$ cat config.mk
export PLATFORM = sky130hd
export DESIGN_NAME = cos_irq_ctrl
export DESIGN_NICKNAME = d
export VERILOG_FILES = /design/src/rtl/cos_pkg.sv /design/src/rtl/cos_sync.sv /design/src/rtl/cos_trigger.sv /design/src/rtl/cos_irq_ctrl.sv
export SDC_FILE = /design/constraint.sdc
export NUM_CORES = 1
export LEC_CHECK = 0
export ABC_CLOCK_PERIOD_IN_PS = 4700
export BUFFER_PORTS_ARGS = -buffer_cell sky130_fd_sc_hd__buf_2
export CAP_MARGIN = 5
export CELL_PAD_IN_SITES_DETAIL_PLACEMENT = 1
export CELL_PAD_IN_SITES_GLOBAL_PLACEMENT = 2
export CORE_ASPECT_RATIO = 1.25
export CORE_MARGIN = 4
export CORE_UTILIZATION = 36
export CTS_CLUSTER_SIZE = 8
export DETAILED_ROUTE_END_ITERATION = 7
export GPL_TIMING_DRIVEN = 0
export PLACE_DENSITY_LB_ADDON = 0.15
export SLEW_MARGIN = 20
export SYNTH_ARGS = -nofsm -noshare
export SYNTH_HDL_FRONTEND = slang
export SYNTH_SLANG_ARGS = --single-unit
$ cat constraint.sdc
create_clock -name clk -period 4.7 [get_ports clk]
set_clock_uncertainty 0.05 [all_clocks]
set_input_delay 0.94 -clock clk [delete_from_list [all_inputs] [get_ports clk]]
set_output_delay 0.94 -clock clk [all_outputs]
set_load 0.02 [all_outputs]
$ cat src/rtl/cos_pkg.sv
package cos_pkg;

    typedef enum logic [1:0] {
        REG_CTRL = 2'd0,
        REG_HIGH = 2'd1,
        REG_LOW  = 2'd2,
        REG_STAT = 2'd3
    } reg_sel_e;

    localparam int CTRL_EN_BIT   = 2;
    localparam int CTRL_MODE_BIT = 1;

    typedef struct packed {
        logic en;
        logic level_mode;
    } ctrl_t;

    function automatic ctrl_t ctrl_decode(input logic [31:0] w);
        ctrl_t c;
        c.en         = w[CTRL_EN_BIT];
        c.level_mode = w[CTRL_MODE_BIT];
        return c;
    endfunction

    function automatic logic [31:0] ctrl_encode(input ctrl_t c);
        logic [31:0] w;
        w = '0;
        w[CTRL_EN_BIT]   = c.en;
        w[CTRL_MODE_BIT] = c.level_mode;
        return w;
    endfunction

endpackage

$ cat src/rtl/cos_sync.sv
module cos_sync #(
    parameter int W = 16
) (
    input  logic         clk,
    input  logic         rst,
    input  logic [W-1:0] d_async,
    output logic [W-1:0] cur_o,
    output logic [W-1:0] prev_o
);
    logic [W-1:0] meta_q;

    always_ff @(posedge clk) begin
        if (rst) begin
            meta_q <= '0;
            cur_o  <= '0;
            prev_o <= '0;
        end else begin
            meta_q <= d_async;
            cur_o  <= meta_q;
            prev_o <= cur_o;
        end
    end
endmodule

$ cat src/rtl/cos_trigger.sv
module cos_trigger #(
    parameter int CH = 16
) (
    input  logic          clk,
    input  logic          rst,
    input  logic          en,
    input  logic          level_mode,
    input  logic          rearm,
    input  logic [CH-1:0] m_high,
    input  logic [CH-1:0] m_low,
    input  logic [CH-1:0] cur,
    input  logic [CH-1:0] prev,
    output logic [CH-1:0] hit_vec
);
    logic [CH-1:0] rise, fall, sel, edge_hits, met;
    logic          all_met, sel_change, fire_lvl, armed_q;

    always_comb begin
        rise       = cur & ~prev;
        fall       = ~cur & prev;
        sel        = m_high | m_low;
        edge_hits  = (rise & m_high) | (fall & m_low);
        met        = (cur & m_high) | (~cur & m_low);
        all_met    = (|sel) && ((met & sel) == sel);
        sel_change = |((rise | fall) & sel);
        fire_lvl   = en && level_mode && armed_q && all_met;
        if (!en)
            hit_vec = '0;
        else if (level_mode)
            hit_vec = fire_lvl ? sel : '0;
        else
            hit_vec = edge_hits;
    end

    always_ff @(posedge clk) begin
        if (rst || rearm)
            armed_q <= 1'b1;
        else if (fire_lvl)
            armed_q <= 1'b0;
        else if (sel_change)
            armed_q <= 1'b1;
    end


    empty_mask_quiet_chk: assert property (@(posedge clk) disable iff (rst)
        (m_high == '0 && m_low == '0) |-> hit_vec == '0);


    level_no_repeat_chk: assert property (@(posedge clk) disable iff (rst)
        (fire_lvl && !rearm) |=> !fire_lvl);


    edge_one_cycle_chk: assert property (@(posedge clk) disable iff (rst)
        (rise != '0) |=> ((rise & $past(rise)) == '0));
endmodule

$ cat src/rtl/cos_irq_ctrl.sv
module cos_irq_ctrl #(
    parameter int DIN_W  = 32,
    parameter int CH     = 16,
    parameter int DATA_W = 32
) (
    input  logic              clk,
    input  logic              rst,
    input  logic [DIN_W-1:0]  din,
    input  logic [1:0]        addr,
    input  logic              wr_en,
    input  logic [DATA_W-1:0] wr_data,
    input  logic              rd_stb,
    output logic [DATA_W-1:0] rd_data,
    output logic              irq
);
    import cos_pkg::*;

    localparam int PAD_W = DATA_W - CH;

    ctrl_t         ctrl_q;
    logic [CH-1:0] m_high_q, m_low_q, stat_q;
    logic [CH-1:0] cur, prev, hit_vec;
    logic          stat_clr;
    logic          unused_bits;

    assign unused_bits = ^{din[DIN_W-1:CH], wr_data[DATA_W-1:CH]};

    cos_sync #(.W(CH)) u_sync (
        .clk     (clk),
        .rst     (rst),
        .d_async (din[CH-1:0]),
        .cur_o   (cur),
        .prev_o  (prev)
    );

    cos_trigger #(.CH(CH)) u_trig (
        .clk        (clk),
        .rst        (rst),
        .en         (ctrl_q.en),
        .level_mode (ctrl_q.level_mode),
        .rearm      (wr_en),
        .m_high     (m_high_q),
        .m_low      (m_low_q),
        .cur        (cur),
        .prev       (prev),
        .hit_vec    (hit_vec)
    );

    assign stat_clr = rd_stb && (addr == REG_STAT);

    always_ff @(posedge clk) begin
        if (rst) begin
            ctrl_q   <= '0;
            m_high_q <= '0;
            m_low_q  <= '0;
            stat_q   <= '0;
        end else begin
            if (wr_en) begin
                case (addr)
                    REG_CTRL: ctrl_q   <= ctrl_decode(wr_data);
                    REG_HIGH: m_high_q <= wr_data[CH-1:0];
                    REG_LOW:  m_low_q  <= wr_data[CH-1:0];
                    default:  ;
                endcase
            end
            stat_q <= (stat_clr ? '0 : stat_q) | hit_vec;
        end
    end

    always_comb begin
        case (addr)
            REG_CTRL: rd_data = ctrl_encode(ctrl_q);
            REG_HIGH: rd_data = {{PAD_W{1'b0}}, m_high_q};
            REG_LOW:  rd_data = {{PAD_W{1'b0}}, m_low_q};
            default:  rd_data = {{PAD_W{1'b0}}, stat_q};
        endcase
    end

    assign irq = |stat_q;


    disabled_hold_chk: assert property (@(posedge clk) disable iff (rst)
        (!ctrl_q.en && !stat_clr) |=> $stable(stat_q));


    read_clear_chk: assert property (@(posedge clk) disable iff (rst)
        (stat_clr && hit_vec == '0) |=> stat_q == '0);


    irq_cause_chk: assert property (@(posedge clk) disable iff (rst)
        $rose(irq) |-> $past(hit_vec != '0));
endmodule

==> results.txt <==
Synth Cell Area - 4960 µm²
Largest net degree at the start of global routing - 18
Syn Area/Cell - 9.16 µm²
Worst-Margin Slew - 0.825 ns
Cell taking the most area after synthesis - dfxtp_1
Async set or reset register ratio after synthesis - 0%
Post-CTS setup buffers - 0
Fin crit share - 77.5%
CTS tree - yes
Post-DR wirelength/cell - 19.7 µm
Final ANT Viol Nets - 0
Outcome - finished, final reports clean
P&R area growth vs syn - 17.2%
PortBufs - 54
Warnings from Yosys - 0
Achievable Freq - 274 MHz
WP data arrival - 2.65 ns
CP Cell Sequence - buf_2 -> buf_2 -> buf_1 -> mux2_2 -> a22o_1 -> buf_2
Hold crit path type - reg2reg
Grt total ovfl - 0
CTS Sinks - 99
Worst ir drop on vdd - 0.183 mV
Cell area power density - 330 nW/µm²
Top cells by area, synth - dfxtp_1 (40%), ha_1 (8.1%), nand2_1 (5.4%)
Global-route wire length before repair - 24700 µm
Vias/cell - 5.23
ANT cells - 0
Fillers - 1600
Vias - 4175
Worst slew margin - 44.8%
Number of H-tree levels - 3
I/O Pins - 103
Yosys cell types - 49
Post-CTS sizing - 0
Startpoint types - input pin
DP HPWL - 12200 µm
Most used cell, CP - buf_2
GRT Total Usage - 20.4%
RSZ-0062 raised after global routing - false
CP top delay family - buffers and inverters
CTS Buf Count - 9
Die Ht - 139 µm
Final Util - 43.4%
Min Clock Period, post-route - 3.64 ns
Initial DRC count - 173
EDFF count, synth - 0
Share of cells above drive strength 1 - 21.1%
MaxCap Viol Count - 0
Row Count - 47
Final TNS setup - 0 ns
Slew Limit Fails - 0
Clock buffer depth - 2
Leakage - 0.00233 µW
CTS root buffer - clkbuf_16
Initial antenna violation count - 0
Vias in the first global route - 4354
Die Wd - 113 µm
Clk slew on worst S/H paths - 0.07 ns
Cells after Synth - 542
Slowest CP cell - buf_1
Worst Path Buf+Inv - 4
Critical-path maximum fanout - 10
Core footprint - 13400 µm²
Endpoints failing setup - 0
1st-pass router iterations - 4
Clk_lat worst skew - 0.35 ns
Nets - 724
Crit path required time - 3.71 ns
CP Class - in2out
Ys flop type - dfxtp_1
Final wirelength - 15700 µm
Crit-path max cell delay - 0.56 ns
Register area share after synthesis - 39.9%
Die area - 15700 µm²
DRC Markers - 0
Yosys top cell area share - 39.9%
Routability Congestion - 0.852
Hold slack - 0.391 ns
Hold_buf cts - 0
Synthesized flop and latch total - 99
Starting density of the core - 37.0%
Fin. Hold Viols - 0
Crit path capture type - primary output
[worst paths after layout]
check	startpoint	cells past startpoint	slack [ns]	endpoint
worst max-delay path	addr[0]	6	1.06	rd_data[3]
worst min-delay path	u_sync.meta_q[8]	1	0.39	u_sync.cur_o[8]
worst max register to register	ctrl_q[0]	5	2.64	stat_q[13]
worst min register to register	u_sync.meta_q[8]	1	0.39	u_sync.cur_o[8]
[where the power goes]
part           leakage [µW]  switching (µW)  internal [µW]
clock network      0.000150             352            438
logic               0.00137             140           92.2
registers          0.000808            30.3            865
total               0.00233             523           1390
[flip-flops by register name, indices dropped and copies added, names as in the netlist]
| name | count |
|---|---|
| ctrl_q | 2 |
| m_high_q | 16 |
| m_low_q | 16 |
| stat_q | 16 |
| u_sync.cur_o | 16 |
| u_sync.meta_q | 16 |
| u_sync.prev_o | 16 |
| u_trig.armed_q | 1 |
[cell usage after synthesis, types with 2 or more instances]
cell type,number
nor3b_1,3
buf_2,5
dfxtp_1,99
o21bai_1,3
nor4_1,9
nand2_1,71
mux2_2,14
buf_1,3
nor4_4,3
nand2b_1,10
inv_1,32
o2111ai_1,2
a22oi_1,16
nand3b_1,11
nor2_1,34
nand4_1,4
mux4_2,2
mux2i_1,2
o21ai_2,2
o21ai_1,3
o22ai_1,9
a22o_1,13
ha_1,32
buf_4,18
clkbuf_1,19
nor2b_1,33
o31ai_1,6
o31ai_2,10
or2b_1,4
a21oi_1,32
o21ai_0,4
nor3_1,3
a221o_1,15
[cells in the final DEF, fill, tap and decap left out, types with 2 or more instances in the layout]
cell / count
dfxtp_1: 99
nor3_1: 3
inv_8: 2
clkbuf_16: 9
or2b_1: 4
buf_1: 3
a22o_1: 13
o22ai_1: 9
nand3b_1: 11
mux4_2: 2
buf_2: 59
a22oi_1: 16
nand2_1: 71
nor2_1: 34
a221o_1: 15
nor3b_1: 3
nand2b_1: 10
nor4_1: 9
clkbuf_1: 20
o21ai_1: 3
buf_4: 18
conb_1: 16
inv_1: 32
o21ai_2: 2
a21oi_1: 32
nor4_4: 3
o2111ai_1: 2
o31ai_1: 6
o21bai_1: 3
mux2_2: 14
nor2b_1: 33
o21ai_0: 4
mux2i_1: 2
o31ai_2: 10
nand4_1: 4
ha_1: 32
[area by class of cell]
cell class / count / area (µm²) / share of cell area (%)
Buffer: 47 / 274 / 4.71
Clock buffer: 11 / 243 / 4.17
Clock inverter: 5 / 68.8 / 1.18
Inverter: 32 / 120 / 2.06
Multi-Input combinational cell: 379 / 2650 / 45.5
Sequential cell: 99 / 1980 / 34.1
Tap cell: 171 / 214 / 3.68
Timing Repair Buffer: 54 / 270 / 4.65
[routing by layer]
| metal | up-vias | share of wire, % | global-route usage (%) |
|---|---|---|---|
| met2 | 105 | 49 | 34.1 |
| met5 | - | 0 | 0 |
| met4 | 0 | 2.2 | 6.65 |
| li1 | 2031 | - | - |
| met1 | 2018 | 44 | 26.4 |
| met3 | 21 | 4.2 | 3.86 |
[worst register-to-register path, delay by kind of cell, from the launching register on]
kind | cells | cell delay [ns]
buf+inv | 2 | 0.76
simple gates | 1 | 0.60
flops | 1 | 0.31
compound gates | 2 | 0.27
[cells by family after synthesis]
family,share of synthesized area [%]
simple gates,21.0
flops,39.9
mux,4.49
compound gates,18.5
buf+inv,7.94
fa+ha+maj,8.06
other cells,0.0755
[stage by stage]
step | instances | setup WS [ns] | instance area [µm²] | total power, µW
CTS | 798 | 1.04 | 5820 | 1940
global placement | 782 | 1.02 | 5510 | 1140
global route | 798 | 0.991 | 5820 | 2000
finish | 798 | 1.06 | 5820 | 1920
floorplan | 557 | 1.63 | 5020 | 1060
detailed placement | 782 | 1.05 | 5510 | 1150
Power figures use the tool's default switching activity.
